`src/rtl/arb_pkg.sv`:
```
package arb_pkg;

    typedef enum logic {
        POL_RR   = 1'b0,
        POL_PRIO = 1'b1
    } pol_e;

    typedef enum logic [1:0] {
        PARK_NONE  = 2'd0,
        PARK_LAST  = 2'd1,
        PARK_FIXED = 2'd2,
        PARK_RSVD  = 2'd3
    } park_e;

endpackage

```
`src/rtl/arb_rr_pick.sv`:
```
module arb_rr_pick #(
    parameter int NUM_MST = 4,
    parameter int IDX_W   = 2
) (
    input  logic [NUM_MST-1:0] req,
    input  logic [IDX_W-1:0]   start,
    output logic               found,
    output logic [IDX_W-1:0]   sel
);

    function automatic int wrap(input int a);
        return (a >= NUM_MST) ? a - NUM_MST : a;
    endfunction

    always_comb begin
        found = 1'b0;
        sel   = '0;
        for (int k = 0; k < NUM_MST; k++) begin
            if (!found && req[wrap(int'(start) + k)]) begin
                found = 1'b1;
                sel   = IDX_W'(wrap(int'(start) + k));
            end
        end
    end

endmodule

```
`src/rtl/arb_prio_pick.sv`:
```
module arb_prio_pick #(
    parameter int NUM_MST = 4,
    parameter int IDX_W   = 2,
    parameter int PRIO_W  = 2
) (
    input  logic [NUM_MST-1:0]        req,
    input  logic [NUM_MST*PRIO_W-1:0] prio,
    output logic                      found,
    output logic [IDX_W-1:0]          sel
);

    logic [PRIO_W-1:0] best;

    always_comb begin
        found = 1'b0;
        sel   = '0;
        best  = '0;
        for (int i = 0; i < NUM_MST; i++) begin
            // strict compare keeps the lowest index on a tie
            if (req[i] && (!found || prio[i*PRIO_W +: PRIO_W] > best)) begin
                found = 1'b1;
                sel   = IDX_W'(i);
                best  = prio[i*PRIO_W +: PRIO_W];
            end
        end
    end

endmodule

```
`src/rtl/park_arb.sv`:
```
module park_arb import arb_pkg::*; #(
    parameter int NUM_MST = 4,
    parameter int PRIO_W  = 2,
    localparam int IDX_W  = (NUM_MST > 1) ? $clog2(NUM_MST) : 1
) (
    input  logic                      clk,
    input  logic                      rst_n,
    input  logic [NUM_MST-1:0]        req,
    input  logic [NUM_MST-1:0]        xfer_end,
    input  logic                      cfg_policy,
    input  logic [1:0]                cfg_park_mode,
    input  logic [IDX_W-1:0]          cfg_park_id,
    input  logic [NUM_MST*PRIO_W-1:0] cfg_prio,
    output logic [NUM_MST-1:0]        gnt,
    output logic [IDX_W-1:0]          gnt_idx,
    output logic                      gnt_vld
);

    typedef struct packed {
        logic             busy;
        logic             vld;
        logic [IDX_W-1:0] owner;
        logic [IDX_W-1:0] ptr;
        logic [IDX_W-1:0] last;
        logic             last_vld;
    } st_t;

    st_t st_d, st_q;

    logic [NUM_MST-1:0] own_oh;
    logic [NUM_MST-1:0] cand;
    logic               end_hit;
    logic               rr_found, pr_found, win_found;
    logic [IDX_W-1:0]   rr_sel, pr_sel, win_sel;

    function automatic logic [IDX_W-1:0] after(input logic [IDX_W-1:0] x);
        return (int'(x) == NUM_MST - 1) ? '0 : x + 1'b1;
    endfunction

    // one-hot decode of the current owner
    for (genvar g = 0; g < NUM_MST; g++) begin : g_oh
        assign own_oh[g] = (int'(st_q.owner) == g);
    end

    assign end_hit = st_q.busy && |(xfer_end & own_oh);
    // the finishing master's own request is not a new request
    assign cand    = st_q.busy ? (req & ~own_oh) : req;

    arb_rr_pick #(.NUM_MST(NUM_MST), .IDX_W(IDX_W)) u_rr (
        .req   (cand),
        .start (st_q.ptr),
        .found (rr_found),
        .sel   (rr_sel)
    );

    arb_prio_pick #(.NUM_MST(NUM_MST), .IDX_W(IDX_W), .PRIO_W(PRIO_W)) u_prio (
        .req   (cand),
        .prio  (cfg_prio),
        .found (pr_found),
        .sel   (pr_sel)
    );

    always_comb begin
        win_found = (pol_e'(cfg_policy) == POL_PRIO) ? pr_found : rr_found;
        win_sel   = (pol_e'(cfg_policy) == POL_PRIO) ? pr_sel   : rr_sel;
    end

    always_comb begin
        logic do_park;
        st_d    = st_q;
        do_park = 1'b0;
        if (st_q.busy) begin
            if (end_hit) begin
                st_d.last     = st_q.owner;
                st_d.last_vld = 1'b1;
                if (win_found) begin
                    st_d.owner = win_sel;
                    st_d.vld   = 1'b1;
                    st_d.ptr   = after(win_sel);
                end else begin
                    st_d.busy = 1'b0;
                    do_park   = 1'b1;
                end
            end
        end else if (st_q.vld && |(req & own_oh)) begin
            // parked master starts with no arbitration cycle
            st_d.busy = 1'b1;
            st_d.ptr  = after(st_q.owner);
        end else if (win_found) begin
            st_d.busy  = 1'b1;
            st_d.vld   = 1'b1;
            st_d.owner = win_sel;
            st_d.ptr   = after(win_sel);
        end else begin
            do_park = 1'b1;
        end

        if (do_park) begin
            unique case (park_e'(cfg_park_mode))
                PARK_LAST: begin
                    st_d.vld   = st_d.last_vld;
                    st_d.owner = st_d.last_vld ? st_d.last : '0;
                end
                PARK_FIXED: begin
                    st_d.vld   = (int'(cfg_park_id) < NUM_MST);
                    st_d.owner = (int'(cfg_park_id) < NUM_MST) ? cfg_park_id : '0;
                end
                default: begin
                    st_d.vld   = 1'b0;
                    st_d.owner = '0;
                end
            endcase
        end
    end

    always_ff @(posedge clk) begin
        if (!rst_n) begin
            st_q <= '0;
        end else begin
            st_q <= st_d;
        end
    end

    always_comb begin
        gnt     = st_q.vld ? own_oh : '0;
        gnt_idx = st_q.vld ? st_q.owner : '0;
        gnt_vld = st_q.vld;
    end

    AST_GNT_ONEHOT: assert property (@(posedge clk) disable iff (!rst_n)
        $onehot0(gnt) && (gnt_vld == (gnt != '0)));

    AST_BURST_HOLD: assert property (@(posedge clk) disable iff (!rst_n)
        st_q.busy && !end_hit |=> gnt == $past(gnt));

    AST_FIRST_LAT: assert property (@(posedge clk) disable iff (!rst_n)
        !st_q.busy && (req != '0) && ((req & gnt) == '0) |=> (gnt & $past(req)) != '0);

    AST_PARK_HIT: assert property (@(posedge clk) disable iff (!rst_n)
        !st_q.busy && ((req & gnt) != '0) |=> $stable(gnt));

    AST_NO_PARK: assert property (@(posedge clk) disable iff (!rst_n)
        end_hit && (cand == '0) && (cfg_park_mode == 2'd0) |=> !gnt_vld);

    AST_PARK_LAST: assert property (@(posedge clk) disable iff (!rst_n)
        end_hit && (cand == '0) && (cfg_park_mode == 2'd1)
        |=> gnt_vld && gnt_idx == $past(gnt_idx));

endmodule

```
`config.mk`:
```
export PLATFORM = sky130hd
export DESIGN_NAME = park_arb
export DESIGN_NICKNAME = d
export VERILOG_FILES = /design/src/rtl/arb_pkg.sv /design/src/rtl/arb_rr_pick.sv /design/src/rtl/arb_prio_pick.sv /design/src/rtl/park_arb.sv
export SDC_FILE = /design/constraint.sdc
export NUM_CORES = 1
export LEC_CHECK = 0
export BUFFER_PORTS_ARGS = -buffer_cell sky130_fd_sc_hd__buf_2
export CAP_MARGIN = 5
export CELL_PAD_IN_SITES_DETAIL_PLACEMENT = 1
export CELL_PAD_IN_SITES_GLOBAL_PLACEMENT = 1
export CORE_MARGIN = 2
export CORE_UTILIZATION = 39
export CTS_CLUSTER_SIZE = 24
export DETAILED_ROUTE_END_ITERATION = 12
export PLACE_DENSITY = 0.87
export SYNTH_ARGS = -nofsm -noshare
export SYNTH_HDL_FRONTEND = slang
export SYNTH_HIERARCHICAL = 1
export SYNTH_SLANG_ARGS = --single-unit
```
`constraint.sdc`:
```
create_clock -name clk -period 10.52 [get_ports clk]
set_clock_uncertainty 0.15 [all_clocks]
set_input_delay 1.578 -clock clk [delete_from_list [all_inputs] [get_ports clk]]
set_output_delay 1.578 -clock clk [all_outputs]
set_load 0.005 [all_outputs]
```
==> metrics.txt <==
Layout area overhead=20.02%; Synth Area in Adders=0.1439; io pins=30; post-synthesis mux area share=0.1235; internal power=0.1048 mW; Starting Density=0.4174; critical path arrival=6.62 ns; # diodes=0; final hold violation count=0; PD cells=148.6 nW/um^2; Multi-input gate area=803.3 sq um; Post-layout nets=201; Slew Limit Fails=0; max incr delay on CP=0.83 ns; switching part of the total=0.4366; CTS sink cnt=9; DRT Pass-1 Iters=4; global-route wire length before repair=5209 um; CTS tree=done; Num CTS Buffers=3; Detail Route Antenna Nets=0; EDFF count, synth=0; core area=2500 sq um; class of the worst hold path=register to register; root buffer cell=clkbuf_4; initial antenna violation count=0; crit path capture type=register; Leakage Power=0.5944 nW; hold wc startpoint=st_q[2]$_SDFF_PN0_; Mapped Cells=132; CP max stage cell=a21boi_0; DR iter-0 viols=28; Post-CTS Setup Inserts=0; Placement Cell Area=1226 sq um; GR Overflow Total=0; Async SR Flop Fraction=0; kind of critical path=primary input to register; crit path launch type=primary input; RSZ-0062 raised after global routing=no; Placer Congestion=0.8362; number of port buffers=29; # H-tree levels=1; vias in the first global route=1159; gr usage total=0.2056; Mapped Nets=167; Synth Area in XOR/XNOR=0.008393; simple-gate area share of the yosys netlist=0.1871; Most used DFF post-synth=dfxtp_1; CTS Hold Bufs=0; DP Wirelength=2532 um; critical path cell sequence=buf_2 -> a21boi_0 -> nand2_1 -> ha_1 -> nor2b_1 -> o311a_1 -> a32oi_1 -> ha_1 -> nor2b_1 -> o21a_1 -> o21ai_1 -> mux2_2 -> ha_1 -> nor2b_1 -> a2bb2oi_1 -> a22oi_1 -> o21ai_0 -> mux2i_1 -> xnor2_1 -> a2bb2oi_1 -> a21oi_1; switching pwr=0.08123 mW; die area=3105 sq um; Vias=1102; critical path startpoint=req[0]; wire length per cell=15.44 um; YS warnings=6; Mapped Area=1044 sq um; Compound-Gate Fraction of Synth Area=0.3070; worst-case clock buffer depth=2; DR vias/cell=5.651; outcome=completed; Die Height=55.73 um; Flop pwr share=0.279; R2R Path Start=st_q[5]$_SDFFE_PN0P_; Yosys top cell area share=0.1727; Clock Latency Late Sink=0.26 ns; setup TNS=0 ns; die width=55.73 um; Routed WL=3010 um; share of layout cells above drive strength 1=0.2606; crit path max fanout=10; Mean Syn Cell Area=7.905 sq um; row count=18; Yosys top cell by area=dfxtp_1; Reg area=180.2 sq um; post-cts sizing count=0; fin util=0.5010; Peak VDD IR=0.09079 mV; Setup Viol. Count Final=0; fin crit share=0.6299; relative slew slack=0.2891; combinational power share=0.580; clock network power share=0.142; fill count=334; Worst-Margin Slew=1.057 ns; Seq cells post-synth=9; largest net degree at the start of global routing=11; post-synth cell types=39; max frequency=0.1509 GHz; max capacitance violation total=0; largest family of logic cells by synthesized area=compound AO/OA/AOI/OAI gates; crit path time final=6.627 ns; synth top area cells=dfxtp_1 17%, ha_1 14%, mux2i_1 7.7%; Commonest cells post-synth=14 x inv_1, 12 x ha_1, 11 x nor2_1; Seq/Total Area, Yosys=0.1727; Residual DRC=0; Worst EP required=10.51 ns; Worst-path clk slew=0.06 ns; fin area=1252 sq um; count leader, synth=inv_1
[layout make-up]
class	count	share of cell area
Multi-Input combinational cell	107	0.6414
Sequential cell	9	0.1439
Timing Repair Buffer	29	0.1159
Inverter	16	0.04795
Tap cell	30	0.02997
Clock buffer	4	0.02098
[stage by stage]
step / instances / total power, mW / hold WS [ns] / setup slack (ns)
floorplan: 132 / 0.1270 / 0.3102 / 4.472
global placement: 191 / 0.1507 / 0.3213 / 4.021
detailed placement: 191 / 0.1591 / 0.3441 / 3.687
finish: 195 / 0.1861 / 0.3556 / 3.893
global route: 195 / 0.2038 / 0.4328 / 3.496
CTS: 195 / 0.1857 / 0.3575 / 3.957
[power groups by stage]
stage	clock network, mW	logic (mW)	registers, mW
2_1_floorplan	0	0.0786	0.0483
3_3_place_gp	0	0.0997	0.0511
3_5_place_dp	0	0.107	0.0523
4_1_cts	0.0266	0.107	0.0516
5_1_grt	0.0296	0.120	0.0538
6_report	0.0264	0.108	0.0518
[worst max-delay path, delay by kind of cell]
| kind | cells | cell delay (ns) |
|---|---|---|
| buf+inv | 1 | 0.08 |
| xor+xnor | 1 | 0.16 |
| mux | 2 | 0.69 |
| compound gates | 10 | 2.60 |
| simple gates | 4 | 0.57 |
| fa+ha+maj | 3 | 0.92 |
[layer usage]
layer  global-route usage  routed length, um
met1               0.2602               1395
met2               0.3469               1439
met3              0.03256                136
met4              0.08014                 38
met5                    0                  0
[cell usage in the layout (no fill, tap or decap), drive strengths merged]
master / n
or3: 2
a22oi: 5
o21ai: 10
clkbuf: 4
a22o: 3
o211ai: 1
dfxtp: 9
and2b: 1
buf: 29
a32oi: 1
a21boi: 6
a31oi: 2
o22ai: 2
o221ai: 1
mux2: 2
a221o: 1
nand3: 4
mux2i: 9
a21oi: 8
inv: 16
o311a: 1
nor2b: 3
nand2: 8
o221a: 1
a2bb2oi: 2
o21a: 1
nor2: 11
and2: 7
ha: 12
xnor2: 1
nand2b: 2
[state kept, by name, summed over array words and instances, names as in the netlist]
register,flops
gnt_vld,1
st_q,8
[final timing paths]
check | endpoint | slack, ns | cells past startpoint
hold reg to reg | st_q[2]$_SDFF_PN0_ | 0.36 | 2
setup reg to reg | st_q[4]$_SDFFE_PN0P_ | 4.47 | 22
setup / recovery | st_q[4]$_SDFFE_PN0P_ | 3.89 | 21
hold / removal | st_q[2]$_SDFF_PN0_ | 0.36 | 2
[logic make-up after synthesis]
| family | after synthesis |
|---|---|
| AOI/OAI and AO/OA | 45 |
| and+or+nand+nor | 38 |
| buffers and inverters | 16 |
| adders and majority gates | 12 |
| muxes | 11 |
| DFF | 9 |
| xor gates and xnor gates | 1 |
No activity file was read; power rests on OpenSTA's default activity.
